## config.mk

```make
export PLATFORM = sky130hd
export DESIGN_NAME = dma_csr_bank
export DESIGN_NICKNAME = d
export VERILOG_FILES = /design/src/rtl/dma_csr_pkg.sv /design/src/rtl/dma_csr_count.sv /design/src/rtl/dma_csr_ctrl.sv /design/src/rtl/dma_csr_irq.sv /design/src/rtl/dma_csr_bank.sv
export SDC_FILE = /design/constraint.sdc
export NUM_CORES = 1
export LEC_CHECK = 0
export ABC_AREA = 1
export BUFFER_PORTS_ARGS = -buffer_cell sky130_fd_sc_hd__buf_2
export CAP_MARGIN = 20
export CELL_PAD_IN_SITES_DETAIL_PLACEMENT = 0
export CELL_PAD_IN_SITES_GLOBAL_PLACEMENT = 1
export CORE_MARGIN = 4
export CORE_UTILIZATION = 40
export DETAILED_ROUTE_END_ITERATION = 10
export PLACE_DENSITY = 0.77
export SYNTH_ARGS = -nofsm -noshare
export SYNTH_HDL_FRONTEND = slang
export SYNTH_SLANG_ARGS = --single-unit
```

## constraint.sdc

```tcl
create_clock -name clk -period 4.3 [get_ports clk]
set_input_delay 0.645 -clock clk [delete_from_list [all_inputs] [get_ports clk]]
set_output_delay 0.645 -clock clk [all_outputs]
set_load 0.01 [all_outputs]
```

## src/rtl/dma_csr_pkg.sv

```systemverilog
package dma_csr_pkg;
  localparam int AW = 3;
  typedef logic [AW-1:0] addr_t;

  localparam addr_t A_CSR     = 3'd0;
  localparam addr_t A_ADDR_HI = 3'd1;
  localparam addr_t A_ADDR_LO = 3'd2;
  localparam addr_t A_DCNT_HI = 3'd3;
  localparam addr_t A_DCNT_LO = 3'd4;
  localparam addr_t A_FCNT_HI = 3'd5;
  localparam addr_t A_FCNT_LO = 3'd6;
  localparam addr_t A_IVAM    = 3'd7;

  localparam int B_FIFO_RSTN = 0;
  localparam int B_SCSI_RSTN = 1;
  localparam int B_IEN       = 2;
  localparam int B_DMA_EN    = 3;
  localparam int B_SEND      = 4;
  localparam int B_SBC_IP    = 8;
  localparam int B_DMA_IP    = 9;
  localparam int B_CONFLICT  = 10;
  localparam int B_BUSERR    = 11;
  localparam int CTL_BITS    = 5;
endpackage

```

## src/rtl/dma_csr_count.sv

```systemverilog
module dma_csr_count #(
  parameter int  HW      = 16,
  parameter bit  HAS_DEC = 1'b0
) (
  input  logic            clk,
  input  logic            rst,
  input  logic            wr_hi,
  input  logic            wr_lo,
  input  logic [HW-1:0]   wdata,
  input  logic            dec,
  output logic [2*HW-1:0] cnt
);
  localparam int CW = 2 * HW;

  always_ff @(posedge clk) begin
    if (rst) begin
      cnt <= '0;
    end else if (wr_hi || wr_lo) begin
      if (wr_hi) cnt[CW-1:HW] <= wdata;
      if (wr_lo) cnt[HW-1:0]  <= wdata;
    end else if (HAS_DEC && dec) begin
      cnt <= cnt - CW'(1);
    end
  end
endmodule

```

## src/rtl/dma_csr_ctrl.sv

```systemverilog
module dma_csr_ctrl
  import dma_csr_pkg::*;
(
  input  logic                clk,
  input  logic                rst,
  input  logic                wr_csr,
  input  logic [CTL_BITS-1:0] ctl_wdata,
  input  logic                sbc_irq_in,
  input  logic                conflict_in,
  input  logic                buserr_in,
  input  logic                zero_hit,
  output logic                fifo_rst_n,
  output logic                scsi_rst_n,
  output logic                ien,
  output logic                dma_en,
  output logic                send,
  output logic                sbc_ip,
  output logic                dma_ip,
  output logic                err_conf,
  output logic                err_berr
);
  always_ff @(posedge clk) begin
    if (rst) begin
      fifo_rst_n <= 1'b0;
      scsi_rst_n <= 1'b0;
      ien        <= 1'b0;
      dma_en     <= 1'b0;
      send       <= 1'b0;
      sbc_ip     <= 1'b0;
      dma_ip     <= 1'b0;
      err_conf   <= 1'b0;
      err_berr   <= 1'b0;
    end else begin
      if (wr_csr) begin
        fifo_rst_n <= ctl_wdata[B_FIFO_RSTN];
        scsi_rst_n <= ctl_wdata[B_SCSI_RSTN];
        ien        <= ctl_wdata[B_IEN];
        dma_en     <= ctl_wdata[B_DMA_EN];
        send       <= ctl_wdata[B_SEND];
      end
      sbc_ip <= sbc_irq_in;
      if (!fifo_rst_n) begin
        dma_ip   <= 1'b0;
        err_conf <= 1'b0;
        err_berr <= 1'b0;
      end else begin
        if (zero_hit)    dma_ip   <= 1'b1;
        if (conflict_in) err_conf <= 1'b1;
        if (buserr_in)   err_berr <= 1'b1;
      end
    end
  end
endmodule

```

## src/rtl/dma_csr_irq.sv

```systemverilog
module dma_csr_irq (
  input  logic clk,
  input  logic rst,
  input  logic ien,
  input  logic dma_en,
  input  logic sbc_ip,
  input  logic fifo_empty,
  input  logic cnt_zero,
  input  logic dma_ip,
  input  logic err_conf,
  input  logic err_berr,
  output logic irq
);
  logic sbc_pass;
  logic dma_side;

  always_comb begin
    sbc_pass = sbc_ip && dma_en && fifo_empty && cnt_zero;
    dma_side = dma_ip || err_conf || err_berr;
  end

  always_ff @(posedge clk) begin
    if (rst) irq <= 1'b0;
    else     irq <= ien && (sbc_pass || dma_side);
  end
endmodule

```

## src/rtl/dma_csr_bank.sv

```systemverilog
module dma_csr_bank
  import dma_csr_pkg::*;
#(
  parameter int DW = 16
) (
  input  logic          clk,
  input  logic          rst,
  input  logic [AW-1:0] reg_addr,
  input  logic          reg_wr,
  input  logic [DW-1:0] reg_wdata,
  output logic [DW-1:0] reg_rdata,
  input  logic          sbc_irq_in,
  input  logic          fifo_empty_in,
  input  logic          byte_stb,
  input  logic          dma_conflict_in,
  input  logic          dma_buserr_in,
  output logic          irq_out,
  output logic          fifo_rst_out,
  output logic          scsi_rst_out,
  output logic          dma_en_out,
  output logic          send_out
);
  localparam int CW = 2 * DW;

  logic          f_rst_n, s_rst_n, ien, dma_en, send;
  logic          sbc_ip, dma_ip, err_conf, err_berr;
  logic [CW-1:0] fifo_cnt, dma_cnt, dma_addr;
  logic [DW-1:0] ivam;
  logic [DW-1:0] csr_word;
  logic          wr_csr, wr_fhi, wr_flo, wr_dhi, wr_dlo, wr_ahi, wr_alo;
  logic          cnt_zero, dec, zero_hit;

  always_comb begin
    wr_csr   = reg_wr && (reg_addr == A_CSR);
    wr_ahi   = reg_wr && (reg_addr == A_ADDR_HI);
    wr_alo   = reg_wr && (reg_addr == A_ADDR_LO);
    wr_dhi   = reg_wr && (reg_addr == A_DCNT_HI);
    wr_dlo   = reg_wr && (reg_addr == A_DCNT_LO);
    wr_fhi   = reg_wr && (reg_addr == A_FCNT_HI);
    wr_flo   = reg_wr && (reg_addr == A_FCNT_LO);
    cnt_zero = (fifo_cnt == '0);
    dec      = byte_stb && dma_en && f_rst_n && !cnt_zero;
    zero_hit = dec && (fifo_cnt == CW'(1)) && !wr_fhi && !wr_flo;
  end

  dma_csr_ctrl u_ctrl (
    .clk(clk), .rst(rst), .wr_csr(wr_csr),
    .ctl_wdata(reg_wdata[CTL_BITS-1:0]),
    .sbc_irq_in(sbc_irq_in), .conflict_in(dma_conflict_in),
    .buserr_in(dma_buserr_in), .zero_hit(zero_hit),
    .fifo_rst_n(f_rst_n), .scsi_rst_n(s_rst_n), .ien(ien),
    .dma_en(dma_en), .send(send), .sbc_ip(sbc_ip), .dma_ip(dma_ip),
    .err_conf(err_conf), .err_berr(err_berr)
  );

  dma_csr_count #(.HW(DW), .HAS_DEC(1'b1)) u_fifo_cnt (
    .clk(clk), .rst(rst), .wr_hi(wr_fhi), .wr_lo(wr_flo),
    .wdata(reg_wdata), .dec(dec), .cnt(fifo_cnt)
  );

  dma_csr_count #(.HW(DW), .HAS_DEC(1'b0)) u_dma_cnt (
    .clk(clk), .rst(rst), .wr_hi(wr_dhi || wr_fhi), .wr_lo(wr_dlo || wr_flo),
    .wdata(reg_wdata), .dec(1'b0), .cnt(dma_cnt)
  );

  dma_csr_count #(.HW(DW), .HAS_DEC(1'b0)) u_dma_addr (
    .clk(clk), .rst(rst), .wr_hi(wr_ahi), .wr_lo(wr_alo),
    .wdata(reg_wdata), .dec(1'b0), .cnt(dma_addr)
  );

  dma_csr_irq u_irq (
    .clk(clk), .rst(rst), .ien(ien), .dma_en(dma_en), .sbc_ip(sbc_ip),
    .fifo_empty(fifo_empty_in), .cnt_zero(cnt_zero), .dma_ip(dma_ip),
    .err_conf(err_conf), .err_berr(err_berr), .irq(irq_out)
  );

  always_ff @(posedge clk) begin
    if (rst)        ivam <= '0;
    else if (reg_wr && (reg_addr == A_IVAM)) ivam <= reg_wdata;
  end

  always_comb begin
    csr_word              = '0;
    csr_word[B_FIFO_RSTN] = f_rst_n;
    csr_word[B_SCSI_RSTN] = s_rst_n;
    csr_word[B_IEN]       = ien;
    csr_word[B_DMA_EN]    = dma_en;
    csr_word[B_SEND]      = send;
    csr_word[B_SBC_IP]    = sbc_ip;
    csr_word[B_DMA_IP]    = dma_ip;
    csr_word[B_CONFLICT]  = err_conf;
    csr_word[B_BUSERR]    = err_berr;
  end

  always_ff @(posedge clk) begin
    if (rst) begin
      reg_rdata <= '0;
    end else begin
      case (reg_addr)
        A_CSR:     reg_rdata <= csr_word;
        A_ADDR_HI: reg_rdata <= dma_addr[CW-1:DW];
        A_ADDR_LO: reg_rdata <= dma_addr[DW-1:0];
        A_DCNT_HI: reg_rdata <= dma_cnt[CW-1:DW];
        A_DCNT_LO: reg_rdata <= dma_cnt[DW-1:0];
        A_FCNT_HI: reg_rdata <= fifo_cnt[CW-1:DW];
        A_FCNT_LO: reg_rdata <= fifo_cnt[DW-1:0];
        default:   reg_rdata <= ivam;
      endcase
    end
  end

  assign fifo_rst_out = !f_rst_n;
  assign scsi_rst_out = !s_rst_n;
  assign dma_en_out   = dma_en;
  assign send_out     = send;
endmodule

```

# After elaboration in Yosys (flattened, before gate mapping)
# Index checks and enable logic that the tools add are counted.
# Widths: inputs -> output; s select.
[totals] register_bits=138 inputBits=27 wordCells=76 out_inout_bits=21
[op_classes] reduce_logical=41 n_mux=5 n_bitwise=1 n_addsub=1 eq_ne=10
[op_table] cell="$pmux 16 s7" n=1
[op_table] cell="$mux 32" n=2
[op_table] cell="$eq 32x1->1 const B" n=1
[op_table] cell="$logic_not 32->1" n=1
[op_table] cell="$mux 16" n=2
[op_table] cell="$sub 32x1->32 const B" n=1
[op_table] cell="$logic_and 1x1->1" n=18
[op_table] cell="$eq 3x3->1 const B" n=4
[op_table] cell="$reduce_and 2->1" n=6
[op_table] cell="$logic_or 1x1->1" n=8
[op_table] cell="$eq 3x2->1 const B" n=2
[op_table] cell="$logic_not 1->1" n=5
[op_table] cell="$ne 2x1->1 const B" n=2
[op_table] cell="$eq 3x1->1 const B" n=1
[op_table] cell="$logic_not 3->1" n=1
[op_table] cell="$reduce_bool 2->1" n=1
[op_table] cell="$reduce_or 2->1" n=1
[op_table] cell="$not 1->1" n=1

# Longest topological paths before layout
[logic_depth] ltp_word=6 mapped_depth=11 mapped_depth_nobuf=10

# Cells and area by module
# A second synthesis with hierarchy kept.
[unflattened] hier_cells=1216 area_unflattened_um2=7454.6
[modules_own_cells] module="dma_csr_count (u_dma_addr ...)" instances=2 area_each_um2=1267.5 cells_each=186
[modules_own_cells] module="dma_csr_count (u_fifo_cnt)" instances=1 area_each_um2=2277.2 cells_each=389
[modules_own_cells] module="dma_csr_bank" instances=1 area_each_um2=2262.2 cells_each=399
[modules_own_cells] module="dma_csr_ctrl" instances=1 area_each_um2=322.8 cells_each=45
[modules_own_cells] module="dma_csr_irq" instances=1 area_each_um2=57.6 cells_each=11

# Worst setup path after synthesis
# No wires, ideal clock.
[synth_path] path_type="input port to flip-flop" from="input port reg_addr[2]" to="register u_fifo_cnt.cnt[27]" setup_time_ns=0.115 stages=10 slack_ns=2.358 n_path_buf=2 arrival_time_ns=1.827 cell_sequence="buf_2 -> nand3_1 -> nand2_2 -> nor2_1 -> o21ai_4 -> nand2_4 -> buf_6 -> nand2_1 -> nor2_1 -> nor2_1"
[synth_between] elab_chain_cells=5
[synth_lines] item="start, declared" line_no="dma_csr_bank.sv:8" source="input logic [AW-1:0] reg_addr,"
[synth_lines] item="$eq 3x3->1 (on tied branches)" line_no="dma_csr_bank.sv:39, dma_csr_bank.sv:40"
[synth_lines] item="$logic_and 1x1->1 (on tied branches)" line_no="dma_csr_bank.sv:39, dma_csr_bank.sv:40"
[synth_lines] item="$logic_or 1x1->1" line_no="dma_csr_count.sv:18" source="end else if (wr_hi || wr_lo) begin"
[synth_lines] item="$ne 2x1->1 (no line) / $reduce_bool 2->1 (equally long branches)"
[synth_lines] item="$reduce_and 2->1 (no line)"
[synth_lines] item="end signal, assigned by index" line_no="dma_csr_count.sv:19" source="if (wr_hi) cnt[CW-1:HW] <= wdata;"
[synth_lines] item="end signal, assigned by index" line_no="dma_csr_count.sv:20" source="if (wr_lo) cnt[HW-1:0] <= wdata;"
[synth_lines] item="end signal, assigned" line_no="dma_csr_count.sv:22" source="cnt <= cnt - CW'(1);"
[synth_lines] item="end, declared" line_no="dma_csr_count.sv:11" source="output logic [2*HW-1:0] cnt"
# Parallel ways exist; a longest one is shown, timed or not.
# A chain may end at the register's enable or synchronous reset.

# Worst setup path in the final report
[layout_path] from="input port reg_addr[0]" to="register u_fifo_cnt.cnt[9]"
# The elaborated chain is that of the path after synthesis.

==> reports/results.ini <==
[run_status]
run_status=completed

[final_layout]
area_growth_pct=14.28
stdcell_count=1260
mostFrequentLayoutCells=sky130_fd_sc_hd__nor2_1 (202), sky130_fd_sc_hd__nand2_1 (155), sky130_fd_sc_hd__dfxtp_1 (138)
nNetsFinal=1057
most_frequent_standard_cell_in_the_layout_excluding_fill_and_tap_cells=sky130_fd_sc_hd__nor2_1
antenna-diode-count=0
final.fill_count=1750
fin_area_um2=7680
drive_above_1_share_pct=10.29

[critical_path]
critical_path.max_fanout=21
timing.reg2reg.setup_slack_ns=1.97
max_stage_delay_ns=0.46
worst_ep_required_ns=4.66
critical_path.cell_chain=buf_2, inv_1, nor2_1, nand3_1, nand2_2, nor2_1, o21ai_4, nand2_4, inv_2, nor2_1, nor2_1
critPathCaptureType=flop
critical_path.top_delay_family=simple AND/OR/NAND/NOR gates
worstPathArrival_ns=2.94
start_kind=input pin
timing.critical_path.buf_inv=3
cp_common_cell=sky130_fd_sc_hd__nor2_1
critPathSlowestCell=sky130_fd_sc_hd__nand3_1
crit_type=in -> reg

[global_routing]
grt_use_total_pct=23.50
first_global_vias=6071
grt_first_pass_wirelength_um=33730
gr-total-overflow=0
number_of_antenna_violations_at_the_first_check_in_global_routing=1
grt_max_degree=55

[cts]
htree_num_levels=4
postCtsHoldBufs=0
post_cts_resize_count=0
cts-buffers-inserted=17
clock_tree_from_tritoncts=yes
cts.sinks=138
clkTransAtPathRegs_ns=0.06
clkLatencyLatePin_ns=0.42
cell_chosen_for_the_clock_root=sky130_fd_sc_hd__clkbuf_16
number_of_post_cts_setup_repair_buffers=0
ctsLongestPathBuffers=2

[logic_synthesis]
synth-edff-count=0
async_reset_ff_share_pct=0
synth_fa_ha_area_share_pct=0.3724
synth_compound_gate_area_share_pct=22.73
share_of_the_yosys_chip_area_belonging_to_registers_pct=41.11
synth_ff_type=sky130_fd_sc_hd__dfxtp_1
library_cells_used_by_synthesis=35
synth_simple_gate_area_share_pct=25.69
post_synth.cell_area_avg_um2=6.740
mappedNetlistNets=1026
synth-warning-count=0
synth_top_family_by_area=simple AND/OR/NAND/NOR gates
synthMuxAreaShare_pct=0
yosys.area_share.xor_xnor_pct=0.7820
synth-seq-cells=138
post_synth_inst_count=997
syn_area_um2=6720

[floorplanning]
start_util_pct=40.67
rows=47
die-height_um=137.6
die_w_um=137.6
io_pins=48
design.die.area_um2=18940
placeableCoreArea_um2=16520

[timing]
hold_viol_final=0
final.min_clock_period_ns=2.581
fmax_mhz=387.4
worst_slew_margin_rel_pct=43.85
postLayoutSetupSlackWorst_ns=1.719
min_period_over_period_pct=60.02
fin_worst_hold_slack_ns=0.4349
finalClockSkew_ns=0.008832
final_max_slew_viol_count=0
rsz0062_at_grt=no
final_setup_fails=0
worstMarginPinSlew_ns=0.8422
setup_tns_after_final_layout_ns=0

[power_and_ir_drop]
power.leakage_uw=0.003329
power_switching_uw=979.3
power.clock.fraction_pct=44.4
power.internal_uw=2347
power.ir.vdd_worst_mv=0.2857
netSwitchingFraction_pct=29.44
power-per-cell-area_nw_per_um2=433.1
comb_power_share_pct=14.6
seqPwrFrac_pct=41.0

[placed_design]
gp_routability_congestion=0.8911
instance_area_after_placement_um2=7093
dp_cells=1229
io_port_bufs=47
dpl_worst_slack_ns=1.354
dp_hpwl_um=15060

[routing]
drt-total-wl_um=21490
drtAntennaViolNets=0
wl_per_cell_um=17.05
post-route-drc-count=0
1st_pass_router_iterations=6
mean_number_of_vias_per_cell=5.182
detailroute.via_count=6529
detailedRoute.firstIterationViolations=429

[flow_run]
drv.max_cap_violation_count=0

[min_path]
hold_path.class=in -> reg

-- state kept, by name, summed over array words and instances, names as in the netlist --
signal,cells
u_dma_addr.cnt,32
u_dma_cnt.cnt,32
u_fifo_cnt.cnt,32
ivam,16
reg_rdata,16
u_ctrl.dma_en,1
u_ctrl.dma_ip,1
u_ctrl.err_berr,1
u_ctrl.err_conf,1
u_ctrl.fifo_rst_n,1
u_ctrl.ien,1
u_ctrl.sbc_ip,1
u_ctrl.scsi_rst_n,1
u_ctrl.send,1
u_irq.irq,1
-- worst reg2reg max path, delay by kind of cell, from the launching register on --
family,cells,cell delay (ns)
and+or+nand+nor,6,0.88
buffers and inverters,2,0.39
adders and majority gates,1,0.34
AOI/OAI and AO/OA,1,0.34
DFF,1,0.33
-- power by group through the flow --
stage | Clock (µW) | Combinational (µW) | Sequential (µW)
finish | 1480 | 487 | 1360
global route | 1550 | 550 | 1370
CTS | 1500 | 485 | 1360
detailed placement | 0 | 481 | 1390
global placement | 0 | 484 | 1390
floorplan | 0 | 343 | 1380
-- per-stage QoR --
step,total power [µW],util [%]
6_report,3326,46.48
5_1_grt,3467,46.48
4_1_cts,3349,46.48
3_5_place_dp,1871,42.92
3_3_place_gp,1874,42.92
2_1_floorplan,1727,-
-- per-layer routing --
layer,part of all wire (%),GRT usage [%],up-vias,routed length (µm)
met2,44,35.28,184,9505
met1,48,33.88,2988,10210
li1,-,-,3328,-
met3,6.3,4.711,29,1346
met4,2.0,7.206,0,422
met5,0,0,-,0
-- cell families (layout without fill, tap and decap cells) --
kind of cell             Yosys count  in the layout
buffers and inverters            155            198
flip-flops                       138            138
XOR/XNOR                           6              6
AO/OA/AOI/OAI                    280            280
adder cells (fa/ha/maj)            2              2
AND/OR/NAND/NOR                  416            416
-- synth_stat cells (all sizes together), types with 10 or more instances --
cell    count  area share, %
a211oi     10            1.1
nand4      10           0.93
inv       108            6.0
clkbuf     32            1.8
buf        13            1.4
nor2      210             13
nand3      29            2.2
o21ai     135             10
a21oi      89            6.6
dfxtp     138             41
o22ai      27            2.5
nand2     162            9.6
-- final cells by class --
type / instances / area [µm²] / area share (%)
multi-input cells: 704 / 3332 / 43.39
flip-flops and latches: 138 / 2763 / 35.97
clock buffers: 17 / 425.4 / 5.539
inverters: 110 / 412.9 / 5.376
repair buffers: 57 / 310.3 / 4.040
well taps: 220 / 275.3 / 3.584
clock inverters: 14 / 161.4 / 2.102
-- worst paths after layout --
check,start,end,cells past startpoint
max,reg_addr[0],u_fifo_cnt.cnt[9]$_SDFFE_PP0P_,11
min,sbc_irq_in,u_ctrl.sbc_ip$_SDFF_PP0_,3
max reg2reg,u_fifo_cnt.cnt[0]$_SDFFE_PP0P_,u_fifo_cnt.cnt[9]$_SDFFE_PP0P_,10
min reg2reg,u_dma_cnt.cnt[16]$_SDFFE_PP0P_,u_dma_cnt.cnt[16]$_SDFFE_PP0P_,2
No activity file was read; power rests on OpenSTA's default activity.
